<file path="config.mk">
export PLATFORM = sky130hd
export DESIGN_NAME = lane_spreader
export DESIGN_NICKNAME = d
export VERILOG_FILES = /design/src/rtl/lane_spreader_pkg.sv /design/src/rtl/ls_prng.sv /design/src/rtl/ls_pick.sv /design/src/rtl/ls_counter.sv /design/src/rtl/lane_spreader.sv
export SDC_FILE = /design/constraint.sdc
export NUM_CORES = 1
export LEC_CHECK = 0
export ABC_AREA = 1
export BUFFER_PORTS_ARGS = -buffer_cell sky130_fd_sc_hd__buf_2
export CELL_PAD_IN_SITES_DETAIL_PLACEMENT = 1
export CELL_PAD_IN_SITES_GLOBAL_PLACEMENT = 1
export CORE_AREA = 4 4 177 179
export DETAILED_ROUTE_END_ITERATION = 12
export DIE_AREA = 0 0 181 183
export PLACE_DENSITY = 0.89
export SLEW_MARGIN = 20
export SYNTH_ARGS = -nofsm -noshare
export SYNTH_HDL_FRONTEND = slang
export SYNTH_SLANG_ARGS = --single-unit
</file>
<file path="constraint.sdc">
create_clock -name clk -period 19.8 [get_ports clk]
set_input_delay 3.96 -clock clk [delete_from_list [all_inputs] [get_ports clk]]
set_output_delay 3.96 -clock clk [all_outputs]
set_load 0.05 [all_outputs]
</file>
<file path="src/rtl/lane_spreader_pkg.sv">
package lane_spreader_pkg;

    typedef enum logic [1:0] {
        ST_IDLE = 2'd0,
        ST_BUSY = 2'd1,
        ST_DOWN = 2'd2
    } ls_state_e;

endpackage

</file>
<file path="src/rtl/ls_prng.sv">
module ls_prng #(
    parameter int          W    = 16,
    parameter logic [15:0] TAPS = 16'hB400,
    parameter logic [15:0] SEED = 16'hACE1
) (
    input  logic         clk,
    input  logic         rst_n,
    output logic [W-1:0] rnd
);
    logic [W-1:0] state_q;

    always_ff @(posedge clk) begin
        if (!rst_n) begin
            state_q <= SEED[W-1:0];
        end else if (state_q[0]) begin
            state_q <= (state_q >> 1) ^ TAPS[W-1:0];
        end else begin
            state_q <= state_q >> 1;
        end
    end

    assign rnd = state_q;

    p_never_zero_r6: assert property (@(posedge clk) disable iff (!rst_n)
        state_q != '0)
        else $error("prng reached zero");
endmodule

</file>
<file path="src/rtl/ls_pick.sv">
module ls_pick #(
    parameter int LANES  = 4,
    parameter int RND_W  = 16,
    localparam int IDX_W = $clog2(LANES)
) (
    input  logic [RND_W-1:0] rnd,
    input  logic [LANES-1:0] up,
    output logic [IDX_W-1:0] idx,
    output logic             any_up
);
    logic [7:0] n_up;
    logic [7:0] sel;
    logic [7:0] k;

    always_comb begin
        n_up   = 8'($countones(up));
        any_up = (n_up != 8'd0);
        sel    = any_up ? (rnd[7:0] % n_up) : 8'd0;
        idx    = '0;
        k      = 8'd0;
        for (int i = 0; i < LANES; i++) begin
            if (up[i]) begin
                if (k == sel) begin
                    idx = IDX_W'(i);
                end
                k = k + 8'd1;
            end
        end
    end
endmodule

</file>
<file path="src/rtl/ls_counter.sv">
module ls_counter #(
    parameter int CNT_W = 32
) (
    input  logic             clk,
    input  logic             rst_n,
    input  logic             inc,
    output logic [CNT_W-1:0] count
);
    always_ff @(posedge clk) begin
        if (!rst_n) begin
            count <= '0;
        end else if (inc) begin
            count <= count + 1'b1;
        end
    end

    p_count_moves_r9: assert property (@(posedge clk) disable iff (!rst_n)
        (count != $past(count)) |-> $past(inc))
        else $error("counter changed without an end beat");
endmodule

</file>
<file path="src/rtl/lane_spreader.sv">
module lane_spreader
    import lane_spreader_pkg::*;
#(
    parameter int          DATA_W = 32,
    parameter int          LANES  = 4,
    parameter int          CNT_W  = 32,
    parameter logic [15:0] SEED   = 16'hACE1,
    localparam int         IDX_W  = $clog2(LANES)
) (
    input  logic                    clk,
    input  logic                    rst_n,
    input  logic                    in_valid,
    output logic                    in_ready,
    input  logic [DATA_W-1:0]       in_data,
    input  logic                    in_sop,
    input  logic                    in_eop,
    input  logic [LANES-1:0]        lane_up,
    output logic [LANES-1:0]        lane_valid,
    input  logic [LANES-1:0]        lane_ready,
    output logic [LANES*DATA_W-1:0] lane_data,
    output logic [LANES-1:0]        lane_sop,
    output logic [LANES-1:0]        lane_eop,
    output logic [LANES*CNT_W-1:0]  pkt_count,
    output logic                    all_down
);
    ls_state_e        state_q, state_d;
    logic [IDX_W-1:0] lock_q;
    logic [IDX_W-1:0] pick_idx;
    logic [IDX_W-1:0] tgt;
    logic             pick_ok;
    logic             route_en;
    logic             accept;
    logic [15:0]      rnd;

    ls_prng #(.W(16), .SEED(SEED)) u_prng (
        .clk   (clk),
        .rst_n (rst_n),
        .rnd   (rnd)
    );

    ls_pick #(.LANES(LANES), .RND_W(16)) u_pick (
        .rnd    (rnd),
        .up     (lane_up),
        .idx    (pick_idx),
        .any_up (pick_ok)
    );

    // Output process: steer the beat to the chosen lane
    always_comb begin
        tgt        = (state_q == ST_BUSY) ? lock_q : pick_idx;
        route_en   = (state_q == ST_BUSY) || ((state_q == ST_IDLE) && pick_ok);
        lane_valid = '0;
        if (route_en) begin
            lane_valid[tgt] = in_valid;
        end
        in_ready = route_en && lane_ready[tgt];
        accept   = in_valid && in_ready;
        all_down = (state_q == ST_DOWN);
    end

    for (genvar g = 0; g < LANES; g++) begin : g_lane
        assign lane_data[g*DATA_W +: DATA_W] = in_data;
        assign lane_sop[g] = in_sop;
        assign lane_eop[g] = in_eop;

        ls_counter #(.CNT_W(CNT_W)) u_cnt (
            .clk   (clk),
            .rst_n (rst_n),
            .inc   (lane_valid[g] && lane_ready[g] && in_eop),
            .count (pkt_count[g*CNT_W +: CNT_W])
        );
    end

    // Next-state process
    always_comb begin
        state_d = state_q;
        unique case (state_q)
            ST_IDLE: begin
                if (!pick_ok) begin
                    state_d = ST_DOWN;
                end else if (accept && !in_eop) begin
                    state_d = ST_BUSY;
                end
            end
            ST_BUSY: begin
                if (accept && in_eop) begin
                    state_d = ST_IDLE;
                end
            end
            ST_DOWN: begin
                if (pick_ok) begin
                    state_d = ST_IDLE;
                end
            end
            default: state_d = ST_IDLE;
        endcase
    end

    // State register
    always_ff @(posedge clk) begin
        if (!rst_n) begin
            state_q <= ST_IDLE;
            lock_q  <= '0;
        end else begin
            state_q <= state_d;
            if (state_q == ST_IDLE && accept) begin
                lock_q <= pick_idx;
            end
        end
    end

    p_one_lane_r2: assert property (@(posedge clk) disable iff (!rst_n)
        $onehot0(lane_valid))
        else $error("more than one lane valid");

    p_start_healthy_r3: assert property (@(posedge clk) disable iff (!rst_n)
        (state_q == ST_IDLE && accept) |-> ((lane_valid & lane_up) != '0))
        else $error("packet started on a dead lane");

    p_keep_lane_r4: assert property (@(posedge clk) disable iff (!rst_n)
        (accept && !in_eop) |=> (!in_valid || lane_valid == $past(lane_valid)))
        else $error("packet changed lane");

    p_refuse_when_down_r7: assert property (@(posedge clk) disable iff (!rst_n)
        (lane_up == '0 && state_q != ST_BUSY) |-> !in_ready)
        else $error("input accepted with no lane up");

    p_ready_needs_lane_r8: assert property (@(posedge clk) disable iff (!rst_n)
        (in_valid && lane_valid == '0) |-> !in_ready)
        else $error("ready without a target lane");
endmodule

</file>
After elaboration in Yosys (flattened, before gate mapping)
Index checks and enable logic that the tools add are counted.

Register bits: 148. Output and inout bits: 270. Word-level logic and storage cells: 71.

Add/sub/neg operators: 9. Div/mod/pow operators: 1. Magnitude comparators: 2. Equal/unequal tests: 8. Multiplexer cells: 22. Bitwise logic cells: 2. Reductions and logical operators: 20.

Operators by type and width (number): $add 32x1->32 const B (4); $mux 8 (3); $mux 2 (10); $eq 8x8->1 (2); $mux 16 (1); $logic_and 1x1->1 (15); $add 8x1->8 const B (1); $add 8x8->8 (1); $eq 1x8->1 (1); $mod 8x8->8 (1); $reduce_bool 8->1 (1); $pmux 2 s3 (1); $add 1x1->2 (2); $and 4x4->4 (1); $mux 1 (4); $mux 4 (1); $ne 2x1->1 const B (2); $not 3->4 (1); $lt 2x3->1 const B (1); $ne 3x3->1 const B (1); $reduce_and 3->1 (1); $add 1x1->2 const B (1); $bmux 1 s2 (1); $demux 1 s2 (1); other kinds (6) (6).

Depth between registers and ports, before layout
Gate-level depths: netlist of the first run.

Word-level depth: 20. Gate-level depth with buffers: 82.

Modules after synthesis
Synthesis of the first run repeated with hierarchy kept, for this count alone.

Cells, all modules: 1632. Area, all modules: 10810.4 µm².

Modules (own cells, without submodules): ls_counter (times used 4, cells an instance 260, area each 1750.4 µm²); ls_pick (times used 1, cells an instance 320, area each 1846.8 µm²); lane_spreader (times used 1, cells an instance 216, area each 1450.1 µm²); ls_prng (times used 1, cells an instance 56, area each 511.7 µm²).

Least setup slack after synthesis of the first run
Ideal clock, no wire load.

Kind: input to output. From: in lane_up[0]. To: out in_ready. Arrival time: 13652 ps. Required time: 15840 ps. Slack: 2188 ps. Cell stages on the path: 74. Buffers on the path: 0. Path through: inv_1 > ha_1 > ha_1 > inv_1 > fa_1 > nand3_1 > nand2_1 > inv_2 > ha_1 > nand2_1 > nand2_1 > nand2_1 > nand3_1 > nand2_1 > inv_1 > ha_1 > nand2_1 > nand2_1 > [38 not listed] > nor2_1 > inv_1 > nand2_1 > nor2_4 > nand3_2 > nand2_1 > nand3_1 > nand2_1 > nand2_1 > nor2_2 > nand3_2 > nand2_1 > nand2_1 > nand2_2 > nor2_4 > nand2_1 > nand2_1 > nor2_2.

Word-level cells in the longest chain between the ends: 15. Elaborated cells between the ends (all ways): 25. Those cells by class: add/sub (4); div (1); eq/ne (3); mux (13); reduce/logical (4).

Ends and longest elaborated chain: start, declared (RTL line lane_spreader.sv:17) `input logic [LANES-1:0] lane_up,`; $add 1x1->2 (not written as such) (RTL line ls_pick.sv:16) `n_up = 8'($countones(up));`; $add 8x8->8 (not written as such) (RTL line ls_pick.sv:16); $mod 8x8->8 / $reduce_bool 8->1 (equally long branches) (RTL line ls_pick.sv:18, ls_pick.sv:17); $mux 8 (RTL line ls_pick.sv:18) `sel = any_up ? (rnd[7:0] % n_up) : 8'd0;`; $eq 1x8->1 (RTL line ls_pick.sv:23) `if (k == sel) begin`; $mux 1 (RTL line ls_pick.sv:23); $mux 2 (RTL line ls_pick.sv:22) `if (up[i]) begin`; $mux 2 (RTL line ls_pick.sv:23); $mux 2 (RTL line ls_pick.sv:22); $mux 2 (RTL line ls_pick.sv:23); $mux 2 (RTL line ls_pick.sv:22); $mux 2 (RTL line lane_spreader.sv:50) `tgt = (state_q == ST_BUSY) ? lock_q : pick_idx;`; $bmux 1 s2 (RTL line lane_spreader.sv:56) `in_ready = route_en && lane_ready[tgt];`; $mux 1 (not written as such) (RTL line lane_spreader.sv:56); $logic_and 1x1->1 (*) (RTL line lane_spreader.sv:56); end, declared (RTL line lane_spreader.sv:13) `output logic in_ready,`.

Every way passes the cells marked *; elsewhere a longest branch is shown, timed or not. The select of a mux whose other input is x is not followed.

Worst setup path after layout of the first run
Same ends and word-level chain as after synthesis.

==> results of run 1 <==
critical path: cells and delay by family:
family	cells	cell delay, ns
buffers and inverters	13	1.09
AO/OA/AOI/OAI	9	1.65
adder cells (fa/ha/maj)	10	3.36
AND/OR/NAND/NOR	41	4.67
layer usage:
layer / vias up / part of all wire (%) / GRT usage, %
met5: - / 0 / 0
li1: 5257 / - / -
met3: 129 / 4.1 / 3.77
met2: 220 / 49 / 36.9
met1: 5162 / 42 / 23.6
met4: 0 / 4.5 / 10.9
report_power, final:
group | internal, uW | leakage [uW] | switching [uW]
sequential | 305 | 0.00120 | 5.07
clock | 207 | 0.000293 | 146
combinational | 400 | 0.00352 | 870
cells in the final DEF (no fill, tap or decap), types with 3 or more instances in the layout:
master        n
nor3b_1      12
inv_2         9
clkbuf_16    17
and3_1        8
o21a_1        3
nor2_4        7
a21oi_1     110
bufinv_16     3
xor2_1       56
buf_4         9
nor3_2        3
nand2_2      16
or2_2         3
nor4_1       25
nand3b_1      3
o21ai_1      11
nand2_4       4
clkinvlp_4    4
nor2_1      146
a31oi_1       4
nand3_2      12
nor3_1      109
buf_2       148
nand3_1      57
inv_1       192
xnor2_1      13
ha_1         27
clkinv_4      3
nand4_1      44
inv_6         3
nor2_2        5
nand2_1     411
dfxtp_1     148
o21ai_0      34
flip-flops by register name (all words and copies together), names as in the netlist:
name,cells
state_q,2
g_lane.u_cnt.count,128
u_prng.rnd,16
lock_q,2
area by class of cell:
cell class,instances,area share [%]
Multi-Input combinational cell,1143,51.4
Sequential cell,148,25.4
Timing Repair Buffer,157,6.94
Inverter,204,6.59
Tap cell,390,4.19
Clock buffer,19,3.89
Clock inverter,13,1.48
Antenna cell,2,0.0430
per-stage QoR:
stage          cells  cell area (um^2)  hold slack (ns)
2_1_floorplan   1669             10900            0.390
3_3_place_gp    2037             11000            0.396
3_5_place_dp    2037             11000            0.401
4_1_cts         2069             11600            0.408
5_1_grt         2076             11600            0.415
6_report        2076             11600            0.397
cells in the mapped netlist, types with 25 or more instances:
cell,number,share of area [%]
inv_1,193,6.6
nand3_1,57,2.6
nor4_1,25,1.4
dfxtp_1,148,27
nor2_1,146,5.0
ha_1,27,3.1
nand4_1,44,2.5
xor2_1,56,4.5
a21oi_1,111,5.1
nor3_1,109,5.0
nand2_1,411,14
o21ai_0,35,1.6
buf_4,144,9.9
logic make-up after synthesis:
family | share of synthesized area, %
AO/OA/AOI/OAI | 7.88
XOR/XNOR | 5.53
adder cells (fa/ha/maj) | 3.45
buffers and inverters | 18.3
flip-flops | 27.1
AND/OR/NAND/NOR | 37.7
worst max path at each step:
stage,to,slack [ns],cells past startpoint
after floorplan,in_ready,2.19,74
after global placement,in_ready,1.27,76
after detailed placement,in_ready,0.42,75
after CTS,in_ready,0.39,75
after global routing,in_ready,0.01,77
final,in_ready,1.11,73
what timing repair did:
action | CTS | global route
gates resized for setup | 0 | 6
buffers inserted | 0 | 5
setup endpoints to repair | 0 | 5
==> flow_metrics.env, run 1 <==
export IMPL_status="complete, no violations"
export IMPL_maxCapViolCount=0
export IMPL_powerDensity_nw_per_um2=166
export IMPL_regToRegEndpoint="g_lane[3].u_cnt.count[4]$_SDFFE_PN0P_"
export IMPL_overflow=0
export IMPL_power_uw=1930
export IMPL_ys_types=49
export IMPL_cts_root_buf="clkbuf_16"
export IMPL_portBuffers=149
export IMPL_setup_viol=0
export IMPL_period_share_pct=94.4
export IMPL_crit_type="in2out"
export IMPL_rr_worst_depth=68
export IMPL_clk_path_buf_depth=2
export IMPL_die_x_um=181
export IMPL_syn_inst=1669
export IMPL_syn_to_final_growth_pct=6.44
export IMPL_fp_row_count=63
export IMPL_core_um2=29600
export IMPL_ys_seq_area_share_pct=27.1
export IMPL_hpwl_um=26100
export IMPL_ys_async_sr_fraction_pct=0
export IMPL_syn_avg_cell_area_um2=6.55
export IMPL_hold_class="reg2reg"
export IMPL_multi_input_area_um2=5990
export IMPL_yosys_warnings=0
export IMPL_final_max_slew_violation_count=0
export IMPL_grt_pass1_wl_um=57300
export IMPL_nNetsFinal=1745
export IMPL_h_tree_depth=4
export IMPL_worstPathMaxFanout=10
export IMPL_whs_path_depth=1
export IMPL_synth_seq_cells=148
export IMPL_worst_pin_slew_ns=0.921
export IMPL_end_kind="output port"
export IMPL_globalRouteTotalUtil_pct=20.7
export IMPL_skew_ns=0.0148
export IMPL_gp_routability_congestion=0.922
export IMPL_start_util_pct=37.0
export IMPL_worstPathRequired_ns=15.84
export IMPL_p_leak_uw=0.00501
export IMPL_synthFlopType="dfxtp_1"
export IMPL_register_area_um2=2960
export IMPL_grt_pass1_vias=11300
export IMPL_cts_tree="built"
export IMPL_rsz0062_at_grt="no"
export IMPL_cp_arrival_ns=14.73
export IMPL_cts_hold_buf=0
export IMPL_drc=0
export IMPL_final_hold_violation_count=0
export IMPL_holdPathEnd="u_prng.rnd[11]$_SDFF_PN1_"
export IMPL_die_area_um2=33100
export IMPL_routed_wl_um=34800
export IMPL_rrSetupSlack_ns=9.21
export IMPL_worstSetupStartpointType="input port"
export IMPL_drive_above_1_share_pct=15.6
export IMPL_numCtsBuffers=17
export IMPL_first_iter_violations=501
export IMPL_syn_nets=1743
export IMPL_cts_num_sinks=148
export IMPL_layout_min_cycle_time_ns=18.69
export IMPL_tns_ns=0
export IMPL_netlist_area_um2=10900
export IMPL_post_drt_wl_per_cell_um=16.8
export IMPL_worst_skew_pair_late_latency_ns=0.44
export IMPL_die_h_um=183
export IMPL_irDropWorstVdd_v=0.000118
export IMPL_finalWorstSetupSlack_ns=1.11
export IMPL_cpPeakStageDelay_ns=0.57
export IMPL_max_slew_margin_rel_pct=38.4
export IMPL_dp_slack_ns=0.417
export IMPL_vias=10800
export IMPL_hold_start="u_prng.rnd[12]$_SDFF_PN0_"
export IMPL_antenna_left=0
export IMPL_dr_pass1_iters=5
export IMPL_crit_start="lane_up[0]"
export IMPL_fmax_ghz=0.0535
export IMPL_reg2reg_from="u_prng.rnd[7]$_SDFF_PN1_"
export IMPL_grt_max_degree=66
export IMPL_slowest_stage="fa_2"
export IMPL_fin_util_pct=39.4
export IMPL_synth_edf_count=0
export IMPL_path_clk_slew_ns=0.07
export IMPL_antenna_found_initial=3
export IMPL_ios=315
export IMPL_nFillCells=3915
export IMPL_vias_per_cell=5.19
export IMPL_path_common_cell="nand2_1"
Note: power is estimated with default switching activity, not from simulation.
==> run 2, diff against run 1 <==
BUFFER_PORTS_ARGS = unset   (was -buffer_cell sky130_fd_sc_hd__buf_2)
CORE_AREA = 4 4 161 163   (was 4 4 177 179)
DIE_AREA = 0 0 165 167   (was 0 0 181 183)
DONT_BUFFER_PORTS = 1   (was unset)
MAX_ROUTING_LAYER = met4   (was unset)
PLACE_DENSITY = 0.88   (was 0.89)
SKIP_LAST_GASP = 1   (was unset)
==> run 2 against run 1 <==
Largest cell class unchanged; count of clock-buffer cells in the layout grew 2; sequential cell count did not move; global-route usage is 3.8 points higher; die area shrank 17%.
==> flow_metrics.env, run 2 (synthesized netlist as in run 1, its figures left out) <==
export IMPL_gr_max_usage_layer="met2"
export IMPL_clk_path_buf_depth=2
export IMPL_cts_hold_buf=0
export IMPL_largest_reg_flops=128
export IMPL_path_clk_slew_ns=0.06
export IMPL_layout_min_cycle_time_ns=18.62
export IMPL_antenna_found_initial=0
export IMPL_worstPathRequired_ns=15.84
export IMPL_slowest_stage="fa_1"
export IMPL_h_tree_depth=4
export IMPL_worst_skew_pair_late_latency_ns=0.44
export IMPL_crit_family="simple AND/OR/NAND/NOR gates"
export IMPL_cts_setup_buffers=0
export IMPL_nNetsFinal=1591
export IMPL_die_h_um=167
export IMPL_fp_row_count=57
export IMPL_grt_pass1_vias=10500
export IMPL_diodes=0
export IMPL_globalRouteTotalUtil_pct=24.4
export IMPL_die_x_um=165
export IMPL_drc=0
export IMPL_cts_root_buf="clkbuf_16"
export IMPL_setup_viol=0
export IMPL_start_util_pct=45.0
export IMPL_drive_above_1_share_pct=7.19
export IMPL_portBuffers=0
export IMPL_period_share_pct=94.0
export IMPL_rsz0062_at_grt="yes"
export IMPL_irDropWorstVdd_v=0.000145
export IMPL_cp_depth=71
export IMPL_grt_use_met2_pct=41.0
export IMPL_vias=10100
export IMPL_max_flop_register="g_lane.u_cnt.count"
export IMPL_met1_usage_pct=27.2
export IMPL_max_slew_margin_rel_pct=36.4
export IMPL_rr_worst_depth=73
export IMPL_hold_class="reg2reg"
export IMPL_p_leak_uw=0.00415
export IMPL_worstSetupStartpointType="input port"
export IMPL_syn_to_final_growth_pct=-1.64
export IMPL_first_iter_violations=453
export IMPL_worstPathMaxFanout=10
export IMPL_die_area_um2=27600
export IMPL_powerDensity_nw_per_um2=177
export IMPL_final_max_slew_violation_count=0
export IMPL_final_hold_violation_count=0
export IMPL_final_area_um2=10800
export IMPL_hpwl_um=25400
export IMPL_end_kind="output port"
export IMPL_numCtsBuffers=17
export IMPL_cp_num_buf_inv=8
export IMPL_antenna_left=0
export IMPL_cpPeakStageDelay_ns=0.47
export IMPL_status="complete, no violations"
export IMPL_overflow=0
export IMPL_vias_per_cell=5.44
export IMPL_dr_pass1_iters=5
export IMPL_final_common_cell="nand2_1"
export IMPL_cp_arrival_ns=14.66
export IMPL_placed_area_um2=10100
export IMPL_grt_pass1_wl_um=53600
export IMPL_grt_max_degree=78
export IMPL_ctsResizeCount=0
export IMPL_post_drt_wl_per_cell_um=18.0
export IMPL_whs_path_depth=2
export IMPL_placedCellCount=1822
export IMPL_ios=315
export IMPL_layout_cells_non_filler=1854
export IMPL_fin_util_pct=44.2
export IMPL_skew_ns=0.0132
export IMPL_fmax_ghz=0.0537
export IMPL_cts_tree="built"
export IMPL_crit_type="in2out"
export IMPL_use_met3_pct=6.20
export IMPL_maxCapViolCount=0
export IMPL_routed_wl_um=33300
export IMPL_cts_num_sinks=148
export IMPL_worst_pin_slew_ns=0.951
export IMPL_core_um2=24300
export IMPL_path_common_cell="nand2_1"
export IMPL_gp_routability_congestion=0.916
export IMPL_final_cell_mix="nand2_1, inv_1, dfxtp_1, nor2_1, a21oi_1"
export IMPL_power_uw=1910
run 2: worst reg2reg max path, delay by kind of cell, from the launching register on:
family,cells,cell delay (ns)
AO/OA/AOI/OAI,13,2.16
AND/OR/NAND/NOR,45,5.07
flip-flops,1,0.31
adder cells (fa/ha/maj),7,2.18
buffers and inverters,8,0.91
run 2: area by class of cell:
class | instances | area [um^2]
Multi-Input combinational cell | 1143 | 5990
Fill cell | 3227 | 13600
Sequential cell | 148 | 2960
Clock inverter | 11 | 125
Timing Repair Buffer | 3 | 22.5
Tap cell | 324 | 405
Clock buffer | 21 | 480
Inverter | 204 | 774
run 2: per-stage QoR:
stage | setup slack (ns) | hold slack [ns] | TNS (ns)
final | 1.18 | 0.415 | 0
after global routing | -0.0961 | 0.433 | -0.135
after floorplan | 2.19 | 0.390 | 0
after global placement | 1.47 | 0.396 | 0
after detailed placement | 0.721 | 0.407 | 0
after CTS | 0.696 | 0.421 | 0
run 2: path summary, 6_finish.rpt:
path                                                  to                 startpoint  slack, ns
setup / recovery                                in_ready                 lane_up[0]       1.18
hold / removal                 u_prng.rnd[14]$_SDFF_PN0_  u_prng.rnd[15]$_SDFF_PN1_       0.42
setup reg to reg  g_lane[1].u_cnt.count[28]$_SDFFE_PN0P_   u_prng.rnd[7]$_SDFF_PN1_       9.13
hold reg to reg                u_prng.rnd[14]$_SDFF_PN0_  u_prng.rnd[15]$_SDFF_PN1_       0.42
run 2: layer usage:
layer  vias to the layer above  wire [um]
li1                       4944          -
met2                       180      16500
met5                         -          0
met3                       114       2060
met1                      4848      13500
met4                         0       1330
run 2: power by group:
group / internal [uW] / switching, uW
registers: 305 / 11.5
clock network: 199 / 136
logic: 382 / 876
==> run 3, diff against run 2 <==
CORE_AREA = 4 4 160 162   (was 4 4 161 163)
CTS_BUF_LIST = sky130_fd_sc_hd__clkbuf_2   (was unset)
DIE_AREA = 0 0 164 166   (was 0 0 165 167)
PLACE_DENSITY = 0.89   (was 0.88)
==> run 3 against run 2 <==
Sequential power hardly changed; combinational power barely moved; total power down 8.9%; clock power shrank 51%; critical endpoint unchanged.
==> flow_metrics.env, run 3 (synthesized netlist as in run 1, its figures left out) <==
export IMPL_worstPathRequired_ns=15.84
export IMPL_portBuffers=0
export IMPL_grt_pass1_wl_um=53900
export IMPL_slowest_stage="fa_1"
export IMPL_power_uw=1740
export IMPL_p_leak_uw=0.00401
export IMPL_cpPeakStageDelay_ns=0.47
export IMPL_post_drt_wl_per_cell_um=17.9
export IMPL_h_tree_depth=4
export IMPL_switchingPower_uw=997
export IMPL_drive_above_1_share_pct=6.81
export IMPL_hpwl_um=25800
export IMPL_powerDensity_nw_per_um2=168
export IMPL_final_hold_violation_count=0
export IMPL_max_slew_margin_rel_pct=35.0
export IMPL_largest_reg_flops=128
export IMPL_grt_max_degree=57
export IMPL_clkPwrFrac_pct=9.5
export IMPL_end_kind="output port"
export IMPL_cts_root_buf="clkbuf_2"
export IMPL_cts_num_sinks=148
export IMPL_irDropWorstVdd_v=0.000250
export IMPL_crit_type="in2out"
export IMPL_drc=0
export IMPL_max_flop_register="g_lane.u_cnt.count"
export IMPL_vias=10200
export IMPL_rsz0062_at_grt="no"
export IMPL_cts_tree="built"
export IMPL_final_common_cell="nand2_1"
export IMPL_antenna_left=0
export IMPL_die_x_um=164
export IMPL_pwr_share_comb_pct=72.3
export IMPL_globalRouteTotalUtil_pct=24.8
export IMPL_tns_ns=0
export IMPL_hold_class="reg2reg"
export IMPL_skew_ns=0.0279
export IMPL_worst_skew_pair_late_latency_ns=0.75
export IMPL_maxCapViolCount=0
export IMPL_finalWorstSetupSlack_ns=1.19
export IMPL_vias_per_cell=5.48
export IMPL_dr_pass1_iters=5
export IMPL_overflow=0
export IMPL_internal_power_uw=742
export IMPL_dp_slack_ns=0.702
export IMPL_final_max_slew_violation_count=0
export IMPL_numCtsBuffers=17
export IMPL_gp_routability_congestion=0.968
export IMPL_ios=315
export IMPL_grt_pass1_vias=10500
export IMPL_die_h_um=166
export IMPL_first_iter_violations=495
export IMPL_fp_row_count=57
export IMPL_routed_wl_um=33100
export IMPL_switching_share_pct=57.3
export IMPL_final_cell_mix="nand2_1, inv_1, dfxtp_1, nor2_1"
export IMPL_fin_util_pct=43.0
export IMPL_status="complete, no violations"
export IMPL_worstPathMaxFanout=10
export IMPL_worstSetupStartpointType="input port"
export IMPL_layout_min_cycle_time_ns=18.61
export IMPL_die_area_um2=27200
export IMPL_antenna_found_initial=1
export IMPL_nNetsFinal=1591
export IMPL_core_um2=24100
export IMPL_setup_viol=0
export IMPL_path_common_cell="nand2_1"
export IMPL_nFillCells=3344
export IMPL_power_share_sequential_pct=18.2
export IMPL_start_util_pct=45.4
export IMPL_fmax_ghz=0.0537
export IMPL_path_clk_slew_ns=0.21
export IMPL_syn_to_final_growth_pct=-5.32
export IMPL_worst_pin_slew_ns=0.972
export IMPL_clk_path_buf_depth=2
export IMPL_period_share_pct=94.0
export IMPL_cp_arrival_ns=14.65
run 3: area by class of cell:
cell class | instances | area (um^2) | share of cell area, %
Tap cell | 324 | 405 | 3.91
Antenna cell | 1 | 2.50 | 0.0242
Timing Repair Buffer | 3 | 22.5 | 0.217
Multi-Input combinational cell | 1143 | 5990 | 57.9
Clock buffer | 17 | 85.1 | 0.822
Inverter | 204 | 767 | 7.41
Clock inverter | 13 | 119 | 1.15
Sequential cell | 148 | 2960 | 28.6
run 3: critical path, delay by kind of cell:
| kind | cells | cell delay [ns] |
|---|---|---|
| AO/OA/AOI/OAI | 11 | 2.03 |
| adder cells (fa/ha/maj) | 10 | 3.22 |
| AND/OR/NAND/NOR | 41 | 4.54 |
| buffers and inverters | 11 | 0.87 |
run 3: layer usage:
layer	share of wire [%]	global-route usage (%)	vias up
li1	-	-	4961
met1	39	27.0	4831
met2	50	42.2	253
met3	6.1	6.01	115
met4	4.5	11.6	0
met5	0	-	-
run 3: stage by stage:
step,std cells,hold slack (ns),instance area (um^2)
finish,1853,0.417,10400
floorplan,1669,0.390,10900
detailed placement,1822,0.403,10100
global placement,1822,0.394,10100
global route,1853,0.456,10400
CTS,1852,0.424,10300
run 3: repair_timing:
action,in CTS,in global routing
gates resized for setup,0,6
hold buffers,0,0
endpoints found under the hold margin,0,0
setup endpoints to repair,0,5
setup buffers,0,0
run 3: power by group through the flow:
stage               registers (uW)  clock network (uW)  logic (uW)
finish                         317                 165        1260
global route                   318                 182        1410
CTS                            317                 170        1230
detailed placement             323                   0        1230
global placement               323                   0        1160
floorplan                      321                   0        1060
run 3: final timing paths:
check / depth (start not counted) / start / slack (ns) / endpoint
min: 2 / u_prng.rnd[9]$_SDFF_PN0_ / 0.42 / u_prng.rnd[8]$_SDFF_PN0_
max: 73 / lane_up[0] / 1.19 / in_ready
max reg2reg: 67 / u_prng.rnd[7]$_SDFF_PN1_ / 9.14 / g_lane[2].u_cnt.count[29]$_SDFFE_PN0P_
min reg2reg: 2 / u_prng.rnd[9]$_SDFF_PN0_ / 0.42 / u_prng.rnd[8]$_SDFF_PN0_
